<file path="config.mk">
export PLATFORM = sky130hd
export DESIGN_NAME = flash_erase_seq
export DESIGN_NICKNAME = d
export VERILOG_FILES = /design/src/rtl/flash_erase_pkg.sv /design/src/rtl/flash_erase_geom.sv /design/src/rtl/flash_erase_dp.sv /design/src/rtl/flash_erase_ctrl.sv /design/src/rtl/flash_erase_seq.sv
export SDC_FILE = /design/constraint.sdc
export NUM_CORES = 2
export LEC_CHECK = 0
export BUFFER_PORTS_ARGS = -buffer_cell sky130_fd_sc_hd__buf_2
export CAP_MARGIN = 30
export CELL_PAD_IN_SITES_DETAIL_PLACEMENT = 1
export CELL_PAD_IN_SITES_GLOBAL_PLACEMENT = 1
export CORE_MARGIN = 10
export CORE_UTILIZATION = 47
export CTS_BUF_LIST = sky130_fd_sc_hd__clkbuf_4
export DETAILED_ROUTE_END_ITERATION = 6
export GPL_TIMING_DRIVEN = 0
export PLACE_DENSITY_LB_ADDON = 0.3
export REMOVE_ABC_BUFFERS = 1
export SLEW_MARGIN = 40
export SYNTH_ARGS = -nofsm -noshare
export SYNTH_HDL_FRONTEND = slang
export SYNTH_SLANG_ARGS = --single-unit
</file>
<file path="constraint.sdc">
create_clock -name clk -period 25.2 [get_ports clk]
set_clock_uncertainty 0.05 [all_clocks]
set_input_delay 5.04 -clock clk [delete_from_list [all_inputs] [get_ports clk]]
set_output_delay 5.04 -clock clk [all_outputs]
set_load 0.005 [all_outputs]
</file>
<file path="src/rtl/flash_erase_pkg.sv">
package flash_erase_pkg;

  typedef enum logic [2:0] {
    ERR_NONE  = 3'd0,
    ERR_RANGE = 3'd1,
    ERR_BOOT  = 3'd2,
    ERR_LOCK  = 3'd3,
    ERR_VOLT  = 3'd4,
    ERR_FAIL  = 3'd5,
    ERR_TIME  = 3'd6
  } err_e;

  typedef enum logic [3:0] {
    S_IDLE, S_CHECK, S_VPP, S_SETUP, S_CONFIRM,
    S_POLL, S_CLEAR, S_READARR, S_NEXT, S_DONE
  } state_e;

  // strobes from control to datapath
  typedef struct packed {
    logic loadReq;
    logic advance;
    logic timerClr;
    logic timerInc;
    logic takeStatus;
    logic takeTimeout;
    logic takeReject;
  } dp_strobe_t;

  localparam logic [7:0] CMD_SETUP   = 8'h20;
  localparam logic [7:0] CMD_CONFIRM = 8'hD0;
  localparam logic [7:0] CMD_CLEAR   = 8'h50;
  localparam logic [7:0] CMD_READ    = 8'hFF;

  // per-lane status byte classification, R7 priority order
  function automatic err_e classify(input logic [7:0] s);
    if (s[1])             return ERR_LOCK;
    else if (s[3])        return ERR_VOLT;
    else if (s[4] | s[5]) return ERR_FAIL;
    else                  return ERR_NONE;
  endfunction

endpackage

</file>
<file path="src/rtl/flash_erase_geom.sv">
module flash_erase_geom #(
  parameter int AW   = 24,
  parameter int NREG = 4,
  parameter int LOGW = 5,
  parameter int CNTW = 8,
  parameter int CW   = 3
) (
  input  logic [AW-1:0]        addr,
  input  logic [CW-1:0]        geoCount,
  input  logic [NREG*LOGW-1:0] geoLog2,
  input  logic [NREG*CNTW-1:0] geoNum,
  output logic [AW-1:0]        blkStart,
  output logic [AW-1:0]        blkEnd,
  output logic                 bootHit
);

  logic [AW-1:0]   regBase [NREG+1];
  logic [NREG-1:0] hit;

  assign regBase[0] = '0;

  for (genvar i = 0; i < NREG; i++) begin : g_region
    logic [LOGW-1:0] lg;
    logic [AW-1:0]   span;
    assign lg   = geoLog2[i*LOGW +: LOGW];
    assign span = AW'(geoNum[i*CNTW +: CNTW]) << lg;
    assign regBase[i+1] = regBase[i] + span;
    assign hit[i] = (CW'(i) < geoCount) && (addr >= regBase[i]) && (addr < regBase[i+1]);
  end

  logic [LOGW-1:0] lgSel;
  logic [AW-1:0]   offs;

  // lowest matching region wins
  always_comb begin
    blkStart = '1;
    blkEnd   = '1;
    lgSel    = '0;
    offs     = '0;
    for (int i = NREG-1; i >= 0; i--) begin
      if (hit[i]) begin
        lgSel    = geoLog2[i*LOGW +: LOGW];
        offs     = addr - regBase[i];
        blkStart = regBase[i] + ((offs >> lgSel) << lgSel);
        blkEnd   = blkStart + (AW'(1) << lgSel);
      end
    end
  end

  assign bootHit = (geoCount != '0) && (geoNum[CNTW-1:0] != '0) &&
                   (addr < (AW'(1) << geoLog2[LOGW-1:0]));

endmodule

</file>
<file path="src/rtl/flash_erase_dp.sv">
module flash_erase_dp
  import flash_erase_pkg::*;
#(
  parameter int AW      = 24,
  parameter int LANES   = 2,
  parameter int NREG    = 4,
  parameter int LOGW    = 5,
  parameter int CNTW    = 8,
  parameter int CW      = 3,
  parameter int TMO_CYC = 1000
) (
  input  logic                 clk,
  input  logic                 rstN,
  input  dp_strobe_t           ctl,
  input  logic [AW-1:0]        reqAddr,
  input  logic                 wholeReq,
  input  logic [AW-1:0]        rangeLo,
  input  logic [AW-1:0]        rangeHi,
  input  logic                 bootProtect,
  input  logic [CW-1:0]        geoCount,
  input  logic [NREG*LOGW-1:0] geoLog2,
  input  logic [NREG*CNTW-1:0] geoNum,
  input  logic [8*LANES-1:0]   flashRdata,
  output logic [AW-$clog2(LANES)-1:0] curWord,
  output err_e                 checkCode,
  output logic                 lanesReady,
  output logic                 timerDone,
  output logic                 anyError,
  output logic                 walkEnd,
  output logic                 wholeMode,
  output logic [3*LANES-1:0]   errCodes
);

  localparam int WS = $clog2(LANES);
  localparam int TW = $clog2(TMO_CYC + 1);

  logic [AW-1:0]      curAddr;
  logic [TW-1:0]      pollCnt;
  logic [3*LANES-1:0] errReg;
  logic [3*LANES-1:0] laneCodes;
  logic [LANES-1:0]   laneRdy;
  logic [AW-1:0]      blkStart, blkEnd;
  logic               bootHit, bootReject, inRange;

  flash_erase_geom #(
    .AW(AW), .NREG(NREG), .LOGW(LOGW), .CNTW(CNTW), .CW(CW)
  ) u_geom (
    .addr(curAddr), .geoCount(geoCount), .geoLog2(geoLog2), .geoNum(geoNum),
    .blkStart(blkStart), .blkEnd(blkEnd), .bootHit(bootHit)
  );

  for (genvar l = 0; l < LANES; l++) begin : g_lane
    assign laneRdy[l]         = flashRdata[l*8 + 7];
    assign laneCodes[l*3 +: 3] = classify(flashRdata[l*8 +: 8]);
  end

  assign lanesReady = &laneRdy;
  assign timerDone  = (pollCnt == TW'(TMO_CYC - 1));
  assign anyError   = |errReg;
  assign walkEnd    = (blkEnd >= rangeHi);
  assign curWord    = curAddr[AW-1:WS];
  assign errCodes   = errReg;

  assign bootReject = bootProtect && ((geoCount == '0) || bootHit);
  assign inRange    = (curAddr >= rangeLo) && (curAddr < rangeHi);

  always_comb begin
    if (bootReject)                          checkCode = ERR_BOOT;
    else if (!inRange || blkStart != curAddr) checkCode = ERR_RANGE;
    else                                     checkCode = ERR_NONE;
  end

  always_ff @(posedge clk) begin
    if (!rstN) begin
      curAddr   <= '0;
      wholeMode <= 1'b0;
      pollCnt   <= '0;
      errReg    <= '0;
    end else begin
      if (ctl.loadReq) begin
        curAddr   <= wholeReq ? rangeLo : reqAddr;
        wholeMode <= wholeReq;
        errReg    <= '0;
      end else if (ctl.advance) begin
        curAddr <= blkEnd;
      end
      if (ctl.timerClr)      pollCnt <= '0;
      else if (ctl.timerInc) pollCnt <= pollCnt + 1'b1;
      if (ctl.takeReject)       errReg <= {LANES{3'(checkCode)}};
      else if (ctl.takeTimeout) errReg <= {LANES{3'(ERR_TIME)}};
      else if (ctl.takeStatus)  errReg <= laneCodes;
    end
  end

  // poll counter never passes the timeout window
  assert_timer_bound_R3: assert property (@(posedge clk) disable iff (!rstN)
    pollCnt < TW'(TMO_CYC));

  // each walk step moves the target strictly upward
  assert_walk_upward_R5: assert property (@(posedge clk) disable iff (!rstN)
    ctl.advance |=> curAddr > $past(curAddr));

endmodule

</file>
<file path="src/rtl/flash_erase_ctrl.sv">
module flash_erase_ctrl
  import flash_erase_pkg::*;
#(
  parameter int LANES = 2
) (
  input  logic               clk,
  input  logic               rstN,
  input  logic               start,
  input  err_e               checkCode,
  input  logic               lanesReady,
  input  logic               timerDone,
  input  logic               anyError,
  input  logic               walkEnd,
  input  logic               wholeMode,
  output dp_strobe_t         ctl,
  output logic               flashWe,
  output logic               flashRe,
  output logic [8*LANES-1:0] flashWdata,
  output logic               vppEn,
  output logic               busy,
  output logic               done
);

  state_e     state, nxt;
  logic [7:0] cmd;

  always_ff @(posedge clk) begin
    if (!rstN) state <= S_IDLE;
    else       state <= nxt;
  end

  always_comb begin
    nxt     = state;
    ctl     = '0;
    flashWe = 1'b0;
    flashRe = 1'b0;
    cmd     = CMD_READ;
    case (state)
      S_IDLE: if (start) begin
        ctl.loadReq = 1'b1;
        nxt = S_CHECK;
      end
      S_CHECK: if (checkCode != ERR_NONE) begin
        ctl.takeReject = 1'b1;
        nxt = S_DONE;
      end else begin
        nxt = S_VPP;
      end
      S_VPP: nxt = S_SETUP;
      S_SETUP: begin
        flashWe = 1'b1;
        cmd = CMD_SETUP;
        nxt = S_CONFIRM;
      end
      S_CONFIRM: begin
        flashWe = 1'b1;
        cmd = CMD_CONFIRM;
        ctl.timerClr = 1'b1;
        nxt = S_POLL;
      end
      S_POLL: begin
        flashRe = 1'b1;
        if (lanesReady) begin
          ctl.takeStatus = 1'b1;
          nxt = S_CLEAR;
        end else if (timerDone) begin
          ctl.takeTimeout = 1'b1;
          nxt = S_CLEAR;
        end else begin
          ctl.timerInc = 1'b1;
        end
      end
      S_CLEAR: begin
        flashWe = 1'b1;
        cmd = CMD_CLEAR;
        nxt = S_READARR;
      end
      S_READARR: begin
        flashWe = 1'b1;
        cmd = CMD_READ;
        nxt = S_NEXT;
      end
      S_NEXT: if (anyError || !wholeMode || walkEnd) begin
        nxt = S_DONE;
      end else begin
        ctl.advance = 1'b1;
        nxt = S_VPP;
      end
      S_DONE: nxt = S_IDLE;
      default: nxt = S_IDLE;
    endcase
  end

  assign flashWdata = {LANES{cmd}};
  assign vppEn = (state == S_VPP) || (state == S_SETUP) ||
                 (state == S_CONFIRM) || (state == S_POLL);
  assign busy  = (state != S_IDLE);
  assign done  = (state == S_DONE);

  // confirm is always directly preceded by setup
  assert_confirm_after_setup_R1: assert property (@(posedge clk) disable iff (!rstN)
    (flashWe && flashWdata == {LANES{CMD_CONFIRM}}) |->
      $past(flashWe && flashWdata == {LANES{CMD_SETUP}}));

  // dropping the voltage enable coincides with the status-clear write
  assert_clear_on_vpp_drop_R8: assert property (@(posedge clk) disable iff (!rstN)
    $fell(vppEn) |-> (flashWe && flashWdata == {LANES{CMD_CLEAR}}));

  // done lasts one cycle
  assert_done_single_R9: assert property (@(posedge clk) disable iff (!rstN)
    done |=> !done);

endmodule

</file>
<file path="src/rtl/flash_erase_seq.sv">
module flash_erase_seq
  import flash_erase_pkg::*;
#(
  parameter int AW         = 24,
  parameter int LANES      = 2,
  parameter int NREG       = 4,
  parameter int LOGW       = 5,
  parameter int CNTW       = 8,
  parameter int CLK_HZ     = 100_000_000,
  parameter int TIMEOUT_MS = 1500,
  localparam int CW        = $clog2(NREG + 1),
  localparam int WS        = $clog2(LANES)
) (
  input  logic                 clk,
  input  logic                 rstN,
  input  logic                 start,
  input  logic                 wholeRange,
  input  logic [AW-1:0]        reqAddr,
  input  logic [AW-1:0]        rangeLo,
  input  logic [AW-1:0]        rangeHi,
  input  logic                 bootProtect,
  input  logic [CW-1:0]        geoCount,
  input  logic [NREG*LOGW-1:0] geoLog2,
  input  logic [NREG*CNTW-1:0] geoNum,
  output logic                 flashWe,
  output logic                 flashRe,
  output logic [AW-WS-1:0]     flashAddr,
  output logic [8*LANES-1:0]   flashWdata,
  input  logic [8*LANES-1:0]   flashRdata,
  output logic                 vppEn,
  output logic                 busy,
  output logic                 done,
  output logic [3*LANES-1:0]   errCodes
);

  localparam int TMO_CYC = CLK_HZ / 1000 * TIMEOUT_MS;

  dp_strobe_t ctl;
  err_e       checkCode;
  logic       lanesReady, timerDone, anyError, walkEnd, wholeMode;

  flash_erase_dp #(
    .AW(AW), .LANES(LANES), .NREG(NREG), .LOGW(LOGW), .CNTW(CNTW),
    .CW(CW), .TMO_CYC(TMO_CYC)
  ) u_dp (
    .clk(clk), .rstN(rstN), .ctl(ctl), .reqAddr(reqAddr), .wholeReq(wholeRange),
    .rangeLo(rangeLo), .rangeHi(rangeHi), .bootProtect(bootProtect),
    .geoCount(geoCount), .geoLog2(geoLog2), .geoNum(geoNum),
    .flashRdata(flashRdata), .curWord(flashAddr), .checkCode(checkCode),
    .lanesReady(lanesReady), .timerDone(timerDone), .anyError(anyError),
    .walkEnd(walkEnd), .wholeMode(wholeMode), .errCodes(errCodes)
  );

  flash_erase_ctrl #(.LANES(LANES)) u_ctrl (
    .clk(clk), .rstN(rstN), .start(start), .checkCode(checkCode),
    .lanesReady(lanesReady), .timerDone(timerDone), .anyError(anyError),
    .walkEnd(walkEnd), .wholeMode(wholeMode), .ctl(ctl),
    .flashWe(flashWe), .flashRe(flashRe), .flashWdata(flashWdata),
    .vppEn(vppEn), .busy(busy), .done(done)
  );

endmodule

</file>
==> flow_summary.ini <==
[critical_path]
startpoint = geoLog2[5]
endpoint_kind = flop
cp_max_fo = 58
slowest_delay_ns = 0.65
criticalPathCategory = in2reg
critPathRequiredTime_ns = 25.49
critPathArrivalTime_ns = 24.78
crit_family = compound AO/OA/AOI/OAI gates
crit_slowest_cell = xor2_2
critPathLaunchType = primary input
path_common_cell = a21o_1
r2r_start = u_dp.curAddr[0]
crit_buf_inv = 7

[placement]
place_congestion = 1.05
io_buffers = 191
dp_hpwl_mm = 142
placed_area_mm2 = 0.0372

[pwr]
power_switching_mw = 1.47
p_per_area_mw_per_mm2 = 62.5
comb_power_share = 0.909
clkPwrFrac = 0.026
p_int_mw = 0.861
p_leak_nw = 16.9
p_seq_frac = 0.066
swShare = 0.631
peakVddDrop_mv = 0.0366

[sta]
min_period_over_period = 0.972
hold_viol_final = 0
grt_setup_unrepaired = no
setup_viol = 0
worst_pin_slew_ns = 0.956
fmax_ghz = 0.0408
period_minus_slack_ns = 24.49
maxSlewViolCount = 0
hold-worst-slack_ns = 0.426
slew_headroom = 0.358

[outcome]
status = finished clean

[die]
die_h_um = 295
std_cell_rows = 100
initial_core_util = 0.476
die_w_um = 295
die_area_mm2 = 0.0873
core_area_mm2 = 0.0748
ioPinCount = 198

[clocking]
clk_pin_slew_ns = 0.12
clk_path_buf_depth = 2
cts_hold_buf = 0
clockRootBuffer = clkbuf_4
cts_tree = done
cts-resized-gates = 0
cts_buffers = 9
htreeDepth = 3
post_cts_buffers = 0
cts.sinks = 63
clk_latency_ns = 0.48

[yosys]
synth-compound-area-share = 0.330
async_flop_share = 0
synthSimpleGateAreaFrac = 0.243
synth-edff-count = 0
yosysSeqAreaShare = 0.0354
ys_types = 114
synth.avg_cell_area_um2 = 6.72
synth_cells = 5302
ys_ff_latch = 63
synth_area_mm2 = 0.0356
yosys.area_share.adder = 0.150
synthMuxAreaShare = 0.0971
synth_warnings = 0
synth_top_family_by_area = compound AO/OA/AOI/OAI gates
ys.flop_type = dfxtp_1
synth_xor_area_frac = 0.0728

[routing]
wirelength_mm = 177
drt_iter0_drc = 5375
drt-pass1-iter-count = 6
route.vias.total = 43629
drc = 0
ant_nets = 0
drt-vias-per-instance = 7.06
wl_per_cell_um = 28.7

[grt]
grt_usage = 0.385
grt.overflow.total = 0
grt_pass1_vias = 41334
grt_pass1_wl_mm = 261
antenna_found_initial = 10
grt_max_degree = 76

[worst_hold_path]
hold_path_startpoint = u_dp.wholeMode
hold_class = reg2reg

[cells_and_area]
fin_area_mm2 = 0.0373
syn2layout_area_growth_pct = 4.69
drive_above_1_share = 0.101
multi_input_area_mm2 = 0.0321
regArea_mm2 = 0.00129
n_fill_cell = 10004
final_nets = 5766

[job]
maxCapViolCount = 0
## per-stage QoR
step                      total power [mW]  setup WS (ns)  std cells  utilization  setup TNS (ns)
after floorplan                       1.46           5.46       4970            -               0
after global placement                2.10          -1.13       6130        0.487          -26.69
after detailed placement              2.17           1.05       6160        0.497               0
after CTS                             2.24           1.46       6174        0.498               0
after global routing                  2.45         0.0120       6175        0.499               0
final                                 2.33          0.708       6176        0.499               0
## cell usage in the layout (no fill, tap or decap), types with 59 or more instances in the layout
cell	synthesis	layout
nor2_1	676	663
nand2_1	514	510
ha_1	405	405
a21oi_1	390	389
o21ai_0	318	314
inv_1	307	297
buf_2	11	187
xnor2_1	180	174
mux2i_1	168	168
nand3_1	139	139
a21o_1	136	136
nor3_1	129	124
xor2_1	99	85
a211oi_1	75	74
a31oi_1	69	69
nand2b_1	67	67
mux2_2	66	66
o211ai_1	63	63
o21a_1	60	59
## registers in the layout, summed over array words and instances, names as in the netlist
signal / flops
u_dp.wholeMode: 1
u_dp.curAddr: 24
u_dp.errCodes: 6
u_dp.pollCnt: 28
u_ctrl.state: 4
## cell usage after synthesis, types with 56 or more instances
master | n | area share
a31oi_1 | 69 | 0.012
o211ai_1 | 63 | 0.013
nand2b_1 | 67 | 0.012
nand2_1 | 514 | 0.054
mux2_2 | 66 | 0.021
o21ai_0 | 318 | 0.045
dfxtp_1 | 63 | 0.035
a21o_1 | 136 | 0.029
a211oi_1 | 75 | 0.016
ha_1 | 405 | 0.14
nor3_1 | 129 | 0.018
clkbuf_1 | 230 | 0.024
nand3_1 | 139 | 0.020
o22ai_1 | 58 | 0.010
a21oi_1 | 390 | 0.055
xor2_1 | 99 | 0.024
xnor2_1 | 180 | 0.044
nand4_1 | 56 | 0.0098
buf_1 | 56 | 0.0059
inv_1 | 307 | 0.032
o21a_1 | 60 | 0.013
nor2_1 | 676 | 0.071
mux2i_1 | 168 | 0.047
## per-layer routing
| metal | part of all wire | global-route usage |
|---|---|---|
| met5 | 0.00040 | 0 |
| met3 | 0.11 | 0.0803 |
| met2 | 0.42 | 0.583 |
| met1 | 0.41 | 0.505 |
| met4 | 0.065 | 0.208 |
## power groups by stage
stage | sequential (mW) | combinational [mW] | clock (mW)
5_1_grt | 0.150 | 2.24 | 0.0651
3_5_place_dp | 0.151 | 2.02 | 0
3_3_place_gp | 0.156 | 1.94 | 0
2_1_floorplan | 0.124 | 1.34 | 0
6_report | 0.153 | 2.12 | 0.0597
4_1_cts | 0.148 | 2.03 | 0.0613
## cell type report
type,count,area share
Timing Repair Buffer,221,0.0386
Clock buffer,9,0.00181
Clock inverter,5,0.000738
Antenna cell,2,0.000134
Inverter,316,0.0320
Sequential cell,63,0.0346
Multi-Input combinational cell,4591,0.860
Tap cell,969,0.0325
## worst min-delay path, stage by stage (launching register included)
cell	delay, ns
dfxtp_1	0.33
nand2_1	0.05
a21oi_1	0.06
## cell families (layout without fill, tap and decap cells)
group,count (synthesis),after routing
and+or+nand+nor,1885,1885
muxes,280,280
buffers and inverters,648,551
DFF,63,63
adders and majority gates,421,421
other,0,2
xor gates and xnor gates,286,286
AOI/OAI and AO/OA,1719,1719
## final timing paths
| path | depth (start not counted) | to | slack [ns] |
|---|---|---|---|
| max | 72 | u_dp.curAddr[9] | 0.71 |
| min | 2 | u_dp.wholeMode | 0.43 |
| max reg2reg | 50 | u_dp.curAddr[9] | 10.38 |
| min reg2reg | 2 | u_dp.wholeMode | 0.43 |
(Power assumes the default switching activity.)
